## src/rtl/flash_seq_pkg.sv

```systemverilog
package flash_seq_pkg;

  typedef enum logic [1:0] {
    OP_READ  = 2'd0,
    OP_PROG  = 2'd1,
    OP_ERASE = 2'd2
  } op_e;

  typedef enum logic [2:0] {
    S_IDLE, S_POLL_OP, S_POLL_RD, S_WREN, S_GAP, S_HDR, S_DATA, S_FINISH
  } st_e;

  localparam logic [7:0] OPC_STATUS       = 8'h05;
  localparam logic [7:0] OPC_WR_EN        = 8'h06;
  localparam logic [7:0] OPC_READ         = 8'h03;
  localparam logic [7:0] OPC_PROGRAM      = 8'h02;
  localparam logic [7:0] OPC_SECTOR_ERASE = 8'hD8;
  localparam logic [7:0] FILL_BYTE        = 8'h00;

endpackage

```

## src/rtl/fsq_busy_track.sv

```systemverilog
module fsq_busy_track #(
  parameter int NCS = 4
) (
  input  logic           clk,
  input  logic           rst_n,
  input  logic           set_en,
  input  logic           clr_en,
  input  logic [NCS-1:0] sel,
  output logic [NCS-1:0] busy
);

  for (genvar i = 0; i < NCS; i++) begin : g_chip
    logic busy_d;
    always_comb begin
      busy_d = busy[i];
      if (set_en && sel[i])      busy_d = 1'b1;
      else if (clr_en && sel[i]) busy_d = 1'b0;
    end
    always_ff @(posedge clk or negedge rst_n) begin
      if (!rst_n) busy[i] <= 1'b0;
      else        busy[i] <= busy_d;
    end
  end

  // marking and unmarking come from different phases of a request
  assert_set_clr_excl_R7: assert property (@(posedge clk) disable iff (!rst_n)
    !(set_en && clr_en));

endmodule

```

## src/rtl/fsq_gap_timer.sv

```systemverilog
module fsq_gap_timer #(
  parameter int SCK_DIV = 4
) (
  input  logic clk,
  input  logic rst_n,
  input  logic load,
  output logic zero
);

  localparam int CW = (SCK_DIV > 2) ? $clog2(SCK_DIV) : 1;
  localparam logic [CW-1:0] LOAD_VAL = CW'(SCK_DIV - 1);

  logic [CW-1:0] cnt_q, cnt_d;

  always_comb begin
    cnt_d = cnt_q;
    if (load)             cnt_d = LOAD_VAL;
    else if (cnt_q != '0) cnt_d = cnt_q - 1'b1;
  end

  always_ff @(posedge clk or negedge rst_n) begin
    if (!rst_n) cnt_q <= '0;
    else        cnt_q <= cnt_d;
  end

  assign zero = (cnt_q == '0);

  // a freshly loaded gap never expires in the next cycle
  assert_gap_hold_R10: assert property (@(posedge clk) disable iff (!rst_n)
    load |=> !zero);

endmodule

```

## src/rtl/flash_cmd_seq.sv

```systemverilog
module flash_cmd_seq
  import flash_seq_pkg::*;
#(
  parameter int NCS     = 4,
  parameter int LEN_W   = 9,
  parameter int SCK_DIV = 4
) (
  input  logic             clk,
  input  logic             rst_n,
  input  logic             req_valid,
  output logic             req_ready,
  input  logic [1:0]       req_op,
  input  logic [23:0]      req_addr,
  input  logic [LEN_W-1:0] req_len,
  input  logic [NCS-1:0]   req_cs,
  input  logic [7:0]       wr_data,
  input  logic             wr_valid,
  output logic             wr_ready,
  output logic [7:0]       rd_data,
  output logic             rd_valid,
  output logic             sh_go,
  output logic [7:0]       sh_tx,
  input  logic             sh_done,
  input  logic [7:0]       sh_rx,
  output logic [NCS-1:0]   cs_n,
  output logic             done
);

  localparam logic [LEN_W-1:0] LEN_ONE = LEN_W'(1);

  // reset: asserted asynchronously, released on the clock
  logic rst_meta, srst_n;
  always_ff @(posedge clk or negedge rst_n) begin
    if (!rst_n) begin
      rst_meta <= 1'b0;
      srst_n   <= 1'b0;
    end else begin
      rst_meta <= 1'b1;
      srst_n   <= rst_meta;
    end
  end

  st_e              st_q, st_d, ret_q, ret_d;
  op_e              op_q, op_d;
  logic [23:0]      addr_q, addr_d;
  logic [LEN_W-1:0] cnt_q, cnt_d;
  logic [NCS-1:0]   mask_q, mask_d;
  logic [1:0]       idx_q, idx_d;
  logic             sent_q, sent_d;
  logic             rd_valid_q, rd_fire;
  logic [7:0]       rd_data_q;
  logic             busy_set, busy_clr, gap_load, gap_zero;
  logic [NCS-1:0]   busy_vec;
  logic             is_wr;
  logic [7:0]       hdr_byte, cmd_opc;

  fsq_busy_track #(.NCS(NCS)) u_busy (
    .clk(clk), .rst_n(srst_n), .set_en(busy_set), .clr_en(busy_clr),
    .sel(mask_q), .busy(busy_vec)
  );

  fsq_gap_timer #(.SCK_DIV(SCK_DIV)) u_gap (
    .clk(clk), .rst_n(srst_n), .load(gap_load), .zero(gap_zero)
  );

  assign is_wr = (op_q == OP_PROG) || (op_q == OP_ERASE);

  always_comb begin
    cmd_opc = OPC_READ;
    if (op_q == OP_PROG)  cmd_opc = OPC_PROGRAM;
    if (op_q == OP_ERASE) cmd_opc = OPC_SECTOR_ERASE;
    case (idx_q)
      2'd0:    hdr_byte = cmd_opc;
      2'd1:    hdr_byte = addr_q[23:16];
      2'd2:    hdr_byte = addr_q[15:8];
      default: hdr_byte = addr_q[7:0];
    endcase
  end

  // next-state logic
  always_comb begin
    st_d = st_q;  ret_d = ret_q;  op_d = op_q;  addr_d = addr_q;
    cnt_d = cnt_q;  mask_d = mask_q;  idx_d = idx_q;  sent_d = sent_q;
    sh_go = 1'b0;  sh_tx = FILL_BYTE;  wr_ready = 1'b0;  rd_fire = 1'b0;
    busy_set = 1'b0;  busy_clr = 1'b0;  gap_load = 1'b0;
    case (st_q)
      S_IDLE: if (req_valid) begin
        op_d   = op_e'(req_op);
        addr_d = req_addr;
        cnt_d  = req_len;
        mask_d = req_cs;
        idx_d  = 2'd0;
        sent_d = 1'b0;
        if ((busy_vec & req_cs) != '0)                   st_d = S_POLL_OP;
        else if (req_op == OP_PROG || req_op == OP_ERASE) st_d = S_WREN;
        else                                              st_d = S_HDR;
      end
      S_POLL_OP: begin
        sh_tx = OPC_STATUS;
        if (!sent_q) begin sh_go = 1'b1; sent_d = 1'b1; end
        else if (sh_done) begin sent_d = 1'b0; st_d = S_POLL_RD; end
      end
      S_POLL_RD: begin
        if (!sent_q) begin sh_go = 1'b1; sent_d = 1'b1; end
        else if (sh_done) begin
          sent_d = 1'b0;
          if (!sh_rx[0]) begin
            busy_clr = 1'b1;
            gap_load = 1'b1;
            st_d     = S_GAP;
            ret_d    = is_wr ? S_WREN : S_HDR;
          end
        end
      end
      S_WREN: begin
        sh_tx = OPC_WR_EN;
        if (!sent_q) begin sh_go = 1'b1; sent_d = 1'b1; end
        else if (sh_done) begin
          sent_d = 1'b0; gap_load = 1'b1; st_d = S_GAP; ret_d = S_HDR;
        end
      end
      S_GAP: if (gap_zero) st_d = ret_q;
      S_HDR: begin
        sh_tx = hdr_byte;
        if (!sent_q) begin sh_go = 1'b1; sent_d = 1'b1; end
        else if (sh_done) begin
          sent_d = 1'b0;
          idx_d  = idx_q + 2'd1;
          if (idx_q == 2'd3)
            st_d = (op_q == OP_ERASE || cnt_q == '0) ? S_FINISH : S_DATA;
        end
      end
      S_DATA: begin
        if (op_q == OP_PROG) begin
          wr_ready = !sent_q;
          sh_tx    = wr_data;
          if (!sent_q && wr_valid) begin sh_go = 1'b1; sent_d = 1'b1; end
        end else if (!sent_q) begin
          sh_go = 1'b1; sent_d = 1'b1;
        end
        if (sent_q && sh_done) begin
          sent_d  = 1'b0;
          cnt_d   = cnt_q - LEN_ONE;
          rd_fire = (op_q != OP_PROG);
          if (cnt_q == LEN_ONE) st_d = S_FINISH;
        end
      end
      S_FINISH: begin
        busy_set = is_wr;
        st_d     = S_IDLE;
      end
      default: st_d = S_IDLE;
    endcase
  end

  // registers
  always_ff @(posedge clk or negedge srst_n) begin
    if (!srst_n) begin
      st_q <= S_IDLE;  ret_q <= S_HDR;  op_q <= OP_READ;  addr_q <= '0;
      cnt_q <= '0;  mask_q <= '0;  idx_q <= '0;  sent_q <= 1'b0;
      rd_valid_q <= 1'b0;  rd_data_q <= '0;
    end else begin
      st_q <= st_d;  ret_q <= ret_d;  op_q <= op_d;  addr_q <= addr_d;
      cnt_q <= cnt_d;  mask_q <= mask_d;  idx_q <= idx_d;  sent_q <= sent_d;
      rd_valid_q <= rd_fire;
      if (rd_fire) rd_data_q <= sh_rx;
    end
  end

  logic cs_act;
  assign cs_act    = (st_q == S_POLL_OP) || (st_q == S_POLL_RD) || (st_q == S_WREN) ||
                     (st_q == S_HDR) || (st_q == S_DATA);
  assign cs_n      = cs_act ? ~mask_q : '1;
  assign req_ready = (st_q == S_IDLE);
  assign done      = (st_q == S_FINISH);
  assign rd_valid  = rd_valid_q;
  assign rd_data   = rd_data_q;

  // never more than one chip selected
  assert_cs_onehot_R12: assert property (@(posedge clk) disable iff (!srst_n)
    $onehot0(~cs_n));
  // completion is a single pulse with the bus released
  assert_done_pulse_R11: assert property (@(posedge clk) disable iff (!srst_n)
    done |=> !done);
  assert_done_cs_idle_R11: assert property (@(posedge clk) disable iff (!srst_n)
    done |-> (&cs_n));
  // an idle status byte closes the status frame at once
  assert_poll_end_R8: assert property (@(posedge clk) disable iff (!srst_n)
    (st_q == S_POLL_RD && sent_q && sh_done && !sh_rx[0]) |=> (&cs_n));
  // one byte in flight at the shifter
  assert_one_inflight_R3: assert property (@(posedge clk) disable iff (!srst_n)
    sh_go |=> !sh_go);
  // a busy engine keeps its captured request
  assert_no_accept_R2: assert property (@(posedge clk) disable iff (!srst_n)
    !req_ready |=> $stable(addr_q));

endmodule

```

## config.mk

```make
export PLATFORM = sky130hd
export DESIGN_NAME = flash_cmd_seq
export DESIGN_NICKNAME = d
export VERILOG_FILES = /design/src/rtl/flash_seq_pkg.sv /design/src/rtl/fsq_busy_track.sv /design/src/rtl/fsq_gap_timer.sv /design/src/rtl/flash_cmd_seq.sv
export SDC_FILE = /design/constraint.sdc
export NUM_CORES = 1
export LEC_CHECK = 0
export BUFFER_PORTS_ARGS = -buffer_cell sky130_fd_sc_hd__buf_2
export CORE_MARGIN = 5
export CORE_UTILIZATION = 28
export DETAILED_ROUTE_END_ITERATION = 8
export PLACE_DENSITY = 0.56
export SKIP_CTS_REPAIR_TIMING = 1
export SYNTH_ARGS = -nofsm -noshare
export SYNTH_HDL_FRONTEND = slang
export SYNTH_SLANG_ARGS = --single-unit
```

## constraint.sdc

```tcl
create_clock -name clk -period 4.9 [get_ports clk]
set_clock_uncertainty 0.1 [all_clocks]
set_input_delay 1.225 -clock clk [delete_from_list [all_inputs] [get_ports clk]]
set_output_delay 1.225 -clock clk [all_outputs]
set_load 0.05 [all_outputs]
```

Yosys cells after proc, flatten, opt, wreduce, memory -nomap -nowiden
Cells that the tools add are included.

Logic and storage cells: 164. Output and inout port bits: 25. Bits of input ports: 60. Bits in registers: 65.

Add/subtract/negate cells: 3. Muxes and demuxes: 71. Reductions and logical operators: 40. Eq/ne operators: 31. Bitwise operators: 2.

Operators by type and width (number): $mux W3 (22); $pmux W8 S4 (1); $mux W1 (30); $ne A2 B2 Y1 const B (14); $pmux W3 S8 (1); $pmux W8 S3 (1); $mux W9 (2); $pmux W9 S2 (1); $reduce_bool A2 Y1 (9); $mux W8 (2); $reduce_and A14 Y1 (1); $eq A3 B3 Y1 const B (4); $logic_and A1 B1 Y1 (10); $mux W2 (5); $eq A9 B1 Y1 const B (1); $logic_not A9 Y1 (1); $sub A9 B1 Y9 const B (1); $eq A2 B2 Y1 const B (4); $logic_or A1 B1 Y1 (7); $eq A2 B1 Y1 const B (3); $eq A3 B2 Y1 const B (2); $pmux W3 S2 (1); $reduce_and A3 Y1 (2); $reduce_and A6 Y1 (1); 19 further kinds (21).

Longest topological paths before layout
Gate-level depths: netlist (run 1).

Word-level depth: 7. Mapped depth: 7. Gate-level depth less buffers: 6.

By module
A second synthesis (run 1) with hierarchy kept.

Cell total of the unflattened synthesis: 319. Area, all modules: 3355.7 um^2.

By module, submodules not included: flash_cmd_seq (area each 3100.5 um^2, cells each 297, times used 1, sequential area each 1452.6 um^2); fsq_busy_track (area each 150.1 um^2, cells each 12, times used 1, sequential area each 100.1 um^2); fsq_gap_timer (area each 105.1 um^2, cells each 10, times used 1, sequential area each 50.0 um^2).

Least setup slack after synthesis (run 1)
OpenSTA, ideal clock, no wires.

Path kind: reg-to-output. Start point: register idx_q[0]. End point: output port sh_tx[4]. Path buffers: 1. Arrival time: 2.245 ns. Data required time: 3.575 ns. Path slack: 1.330 ns. Stages on the path, launching flop included: 6. Cell sequence: dfrtp_1 -> ha_1 -> clkbuf_1 -> a21o_1 -> a221oi_1 -> o31ai_1.

Cells in the longest elaborated chain, start to end: 3. Elaborated cells between the ends (all ways): 5. Those cells by class: eq/ne (2); mux (2); reduce/logical (1).

RTL lines: start: declaration (RTL line flash_cmd_seq.sv:48) `logic [1:0] idx_q, idx_d;`; start signal: assignment (RTL line flash_cmd_seq.sv:164) `cnt_q <= cnt_d; mask_q <= mask_d; idx_q <= idx_d; sent_q <= sent_d;`; $eq A2 B2 Y1 (tied with other cells) (RTL line flash_cmd_seq.sv:72) `case (idx_q)`; $pmux W8 S3 * (RTL line flash_cmd_seq.sv:72); $pmux W8 S4 * (RTL line flash_cmd_seq.sv:86) `case (st_q)`; end: declaration (RTL line flash_cmd_seq.sv:22) `output logic [7:0] sh_tx,`.

Mark *: on every way between the ends. The rest lies on a longest branch, timed or not.

Worst setup path in the final report (run 1)
Start point: register st_q[1]. End point: output port sh_tx[1].

Cells in the longest elaborated chain, start to end: 2. Elaborated cells between the ends (all ways): 5. Those cells by class: eq/ne (4); mux (1).

RTL lines: start: declaration (RTL line flash_cmd_seq.sv:43) `st_e st_q, st_d, ret_q, ret_d;`; start signal: assignment (RTL line flash_cmd_seq.sv:163) `st_q <= st_d; ret_q <= ret_d; op_q <= op_d; addr_q <= addr_d;`; $eq A3 B3 Y1 (tied with other cells) (RTL line flash_cmd_seq.sv:86); $pmux W8 S4 * (RTL line flash_cmd_seq.sv:86).

Marks and branches as above.

==> out/qor.yml, run 1 <==
place_congestion: 0.772
cts_tree: "built"
crit_path_start_kind: "register"
fmax_mhz: 265
status: "complete, no violations"
drtIter0Drc: 109
synthFlopType: "dfrtp_1"
ys_seq_area_frac: 0.463
clockBufferDepth: 2
hold_class: "register to async pin"
cellPowerDensity_nw_per_um2: 706
tns_ps: 0
cap_violations: 0
ys_ff_latch: 64
fin_area_um2: 4290
start_util: 0.287
cts.clk_slew.worst_paths_ps: 50
placed_area_um2: 3990
h-tree-depth: 3
viasPerCell: 4.69
synth_warnings: 0
maxSlewViolCount: 0
postRouteAntennaNets: 0
synth_edf_count: 0
routed_wl_um: 8470
finalHoldViolCount: 0
ir_drop_mv: 0.262
final_layout_size_suffix_gt1_frac: 0.388
portBuffers: 84
synth_top_area_cell: "dfrtp_1"
synth_top_area_frac: 0.456
core_um2: 12100
worstSkewPairLatency_ps: 320
cp-end-kind: "primary output"
maxSlewHeadroom: 0.526
setup_viol: 0
die_w_um: 121
ys_top_cells_by_count: "dfrtp_1 (63), mux2_2 (39), o21ai_0 (24), nand2_1 (21), inv_1 (15)"
synth_nets: 382
dieArea_um2: 14700
routedWlPerCell_um: 15.0
critPathRequiredTime_ps: 3580
syn_avg_cell_area_um2: 11.1
grt_max_degree: 44
grt_pass1_vias: 2751
antenna_found_initial: 0
cts_buffers: 9
rsz0062_at_grt: "false"
nets: 462
die_h_um: 121
cts.sinks: 64
whs_ps: 112
syn2layout_area_growth_pct: 24.1
leakage_nw: 1.95
cts-root-buf: "clkbuf_16"
period_minus_slack_ps: 3770
row_count: 40
synth_area_leaders: "dfrtp_1 (46%), mux2_2 (13%), ha_1 (3.6%)"
grt_pass1_wl_um: 13600
worstSetupPathType: "register to primary output"
crit_arrival_ps: 2440
track_usage: 0.118
post-route-period-util: 0.769
ios: 85
worst_pin_slew_ps: 711
num_vias: 2651
worst-path-max-fanout: 22
synth_most_common_cell: "dfrtp_1"
dr.pass1.iters: 4
async_flop_share: 1.00
drc_errors: 0
ys_types: 55
n_antenna_cell: 0
power_mw: 3.03
syn_inst: 312
synth_area_um2: 3460
dp_hpwl_um: 6310
grt-ovfl-total: 0
[report_power, final]
| part | internal, mW | switching [mW] | total (mW) |
|---|---|---|---|
| Sequential | 0.779 | 0.249 | 1.03 |
| Combinational | 0.527 | 0.843 | 1.37 |
| Clock | 0.420 | 0.216 | 0.635 |
| Total | 1.73 | 1.31 | 3.03 |
[worst max-delay path, cell delays in order, from the launching register on]
cell and delay (ps):
dfrtp_1 760, and3b_1 370, and2_1 380, a22oi_1 140
o21ai_0 150, buf_2 320
[flip-flops by register name, summed over array words and instances (netlist names)]
register     cells
addr_q          24
cnt_q            9
rd_data          8
mask_q           4
u_busy.busy      4
st_q             3
idx_q            2
op_q             2
ret_q            2
u_gap.cnt_q      2
rd_valid         1
rst_meta         1
sent_q           1
srst_n           1
[path summary, 6_finish.rpt]
kind	start	to	slack, ps	cells after the start
setup / recovery	st_q[1]	sh_tx[1]	1130	5
hold / removal	srst_n	rd_data[5]	110	0
setup reg to reg	st_q[1]	rd_data[2]	2620	3
hold reg to reg	srst_n	rd_data[5]	110	0
max in group asynchronous	srst_n	addr_q[23]	3670	1
min in group clk	rst_meta	srst_n	250	0
[layout by cell type, fill, tap and decap left out, types with 4 or more instances in the layout]
master,synthesis,layout
ha_1,10,10
o21ai_0,24,24
inv_1,15,15
o31ai_1,5,5
dfrtp_1,63,62
a221oi_1,5,5
nor3_1,5,5
a22o_1,7,7
mux2_2,39,39
nand2_1,21,21
nor2_1,14,14
clkbuf_16,0,9
buf_2,3,84
a21oi_1,12,12
nand3_1,4,4
nor2b_1,7,7
a22oi_1,9,9
[cell families (layout without fill, tap and decap cells)]
logic type	count (synthesis)	count (layout)	synth area share
AO/OA/AOI/OAI	85	85	0.170
AND/OR/NAND/NOR	77	77	0.142
flip-flops	64	64	0.463
multiplexers	41	41	0.133
buffers and inverters	32	117	0.0492
adder cells (fa/ha/maj)	10	10	0.0362
XOR/XNOR	2	2	0.00506
other	1	1	0.00108
[through the flow]
step | worst slack (ps) | instances | utilization
floorplan | 1330 | 312 | -
global placement | 1500 | 549 | 0.331
detailed placement | 1460 | 549 | 0.331
CTS | 1100 | 565 | 0.356
global route | 990 | 565 | 0.356
finish | 1130 | 565 | 0.356
[final cells by class]
| cell class | instances | area, um2 |
|---|---|---|
| clock buffer | 13 | 260 |
| clock inverter | 3 | 40.0 |
| fill | 1224 | 7770 |
| inverter | 15 | 56.3 |
| multi-input combinational | 216 | 1690 |
| sequential | 64 | 1600 |
| tap | 168 | 210 |
| timing repair buffer | 86 | 435 |
[layer usage]
metal	vias to the layer above	track usage	part of all wire	wire, um
met4	0	0.0511	0.017	146
met2	46	0.185	0.49	4140
met5	-	0	0	0
met3	10	0.0289	0.034	289
li1	1296	-	-	-
met1	1299	0.154	0.46	3900
No activity file was read; power rests on OpenSTA's default activity.
==> run 2, diff against run 1 <==
--- a/config.mk
+++ b/config.mk
@@ -9,7 +9,7 @@
 export CORE_MARGIN = 5
 export CORE_UTILIZATION = 28
 export DETAILED_ROUTE_END_ITERATION = 8
-export PLACE_DENSITY = 0.56
+export PLACE_DENSITY = 0.58
 export SKIP_CTS_REPAIR_TIMING = 1
 export SYNTH_ARGS = -nofsm -noshare
 export SYNTH_HDL_FRONTEND = slang
==> constraint.sdc (replaced) <==
create_clock -name clk -period 3.2 [get_ports clk]
set_clock_uncertainty 0.1 [all_clocks]
set_input_delay 0.8 -clock clk [delete_from_list [all_inputs] [get_ports clk]]
set_output_delay 0.8 -clock clk [all_outputs]
set_load 0.05 [all_outputs]
==> run 2 against run 1 <==
Against the previous run:
- register-to-register slack worse by 1500 ps
- largest power group unchanged
- wire length grew 2.5%
- sequential cell count did not move
- cell count is 0.88% higher
- die area stayed put
- setup slack got worse by 910 ps
==> out/qor.yml, run 2 (synthesis gave the netlist of run 1 again) <==
switching_share: 0.431  # about the same
p_int_mw: 2.69  # was 1.73 mW
antenna_found_initial: 0  # unchanged
status: "complete, no violations"  # unchanged
final_common_cell: "buf_2"  # unchanged
r2r_start: "st_q[0]"  # was st_q[1]
row_count: 40  # unchanged
seqPwrFrac: 0.314  # was 0.339
grt_max_degree: 29  # was 44
largest_register_ffs: 24  # unchanged
grt_pass1_vias: 2823  # was 2751
routedWlPerCell_um: 15.2  # was 15.0 um
dr.pass1.iters: 7  # was 4
crit_arrival_ps: 2080  # was 2440 ps
n_antenna_cell: 0  # unchanged
worst-path-max-fanout: 8  # was 22
dieArea_um2: 14700  # unchanged
num_vias: 2729  # was 2651
ios: 85  # unchanged
ir_drop_mv: 0.560  # was 0.262 mV
worstSkewPairLatency_ps: 330  # was 320 ps
comb_power_share: 0.475  # was 0.452
final_cells: 570  # was 565
period_minus_slack_ps: 2980
worstSetupPathType: "register to primary output"  # unchanged
n_fill_cell: 1188  # was 1224
p_switching_mw: 2.04  # was 1.31 mW
die_w_um: 121  # unchanged
place_congestion: 0.782  # was 0.772
start_util: 0.287  # unchanged
cellPowerDensity_nw_per_um2: 1090  # was 706 nW/um2
syn2layout_area_growth_pct: 25.6  # was 24.1%
regMostFlops: "addr_q"  # unchanged
finalHoldViolCount: 0  # unchanged
hold_class: "register to async pin"  # unchanged
cts.sinks: 64  # unchanged
cts-root-buf: "clkbuf_16"  # unchanged
whs_ps: 129  # was 112 ps
rsz0062_at_grt: "false"  # unchanged
crit_path_start_kind: "register"  # unchanged
critPathLaunch: "idx_q[1]"  # was st_q[1]
final_cell_mix: "buf_2 (84), dfrtp_1 (62), mux2_2 (39)"  # unchanged
dp_hpwl_um: 6570  # was 6310 um
cts_tree: "built"  # unchanged
drtIter0Drc: 118  # was 109
cts_buffers: 9  # unchanged
cts.clk_slew.worst_paths_ps: 50  # about the same
cp-end-kind: "primary output"  # unchanged
viasPerCell: 4.79  # was 4.69
grt_pass1_wl_um: 14200  # was 13600 um
post-route-period-util: 0.931
setup_viol: 0  # unchanged
routed_wl_um: 8680  # was 8470 um
cap_violations: 0  # unchanged
final_layout_size_suffix_gt1_frac: 0.400  # was 0.388
portBuffers: 84  # unchanged
clockBufferDepth: 2  # unchanged
die_h_um: 121  # unchanged
dpl.cell_count: 555  # was 549
track_usage: 0.124  # was 0.118
nets: 468  # was 462
postRouteAntennaNets: 0  # unchanged
critPathRequiredTime_ps: 2300  # was 3580 ps
placed_area_um2: 4040  # was 3990 um2
postLayoutCoreUtil: 0.360  # was 0.356
h-tree-depth: 3  # unchanged
leakage_nw: 1.99  # was 1.95 nW
grt-ovfl-total: 0  # unchanged
core_um2: 12100  # unchanged
tns_ps: 0  # unchanged
clockPowerShare: 0.211  # was 0.209
maxSlewViolCount: 0  # unchanged
drc_errors: 0  # unchanged
fin_area_um2: 4350  # was 4290 um2
fmax_mhz: 336
==> run 2: cell count changes in the layout (fill, tap and decap cells not counted) <==
cell,previous run,this run
buf_4,2,8
clkbuf_1,2,0
clkbuf_8,2,3
==> run 2: path summary, 6_finish.rpt <==
| check | cells after the start | end | slack [ps] |
|---|---|---|---|
| max | 7 | sh_tx[0] | 220 |
| min | 0 | mask_q[2] | 130 |
| max reg2reg | 4 | addr_q[14] | 1130 |
| min reg2reg | 0 | mask_q[2] | 130 |
| max in group asynchronous | 1 | ret_q[2] | 2140 |
| min in group clk | 0 | srst_n | 250 |
==> run 2: cell type report <==
class / count / area (um2) / area share
multi-input cells: 216 / 1690 / 0.388
flip-flops and latches: 64 / 1600 / 0.369
repair buffers: 92 / 480 / 0.111
clock buffers: 12 / 267 / 0.0613
well taps: 168 / 210 / 0.0484
inverters: 15 / 56.3 / 0.0130
clock inverters: 3 / 40.0 / 0.00921
==> run 2: power groups by stage <==
stage	Combinational (mW)	Clock (mW)	Sequential, mW
2_1_floorplan	1.63	0	1.60
3_3_place_gp	2.22	0	1.48
5_1_grt	2.45	1.06	1.54
4_1_cts	2.27	1.02	1.49
3_5_place_dp	2.26	0	1.49
6_report	2.25	0.999	1.49
==> run 2: per-stage QoR <==
step	power (mW)	worst slack, ps
after floorplan	3.23	54.7
after global placement	3.70	613
after detailed placement	3.75	570
after CTS	4.77	212
after global routing	5.05	129
final	4.73	220
==> run 2: critical path: stages, from the launching register on <==
cell and delay (ps):
dfrtp_1 410, inv_1 90, ha_1 310, a222oi_1 150
mux2_2 280, a21oi_1 170, a21o_1 100, buf_2 250
==> run 2: per-layer routing <==
metal | up-vias | track usage | wire [um]
li1 | 1320 | - | -
met1 | 1337 | 0.157 | 3880
met2 | 53 | 0.199 | 4310
met3 | 19 | 0.0224 | 231
met4 | 0 | 0.0679 | 257
met5 | - | 0 | 0
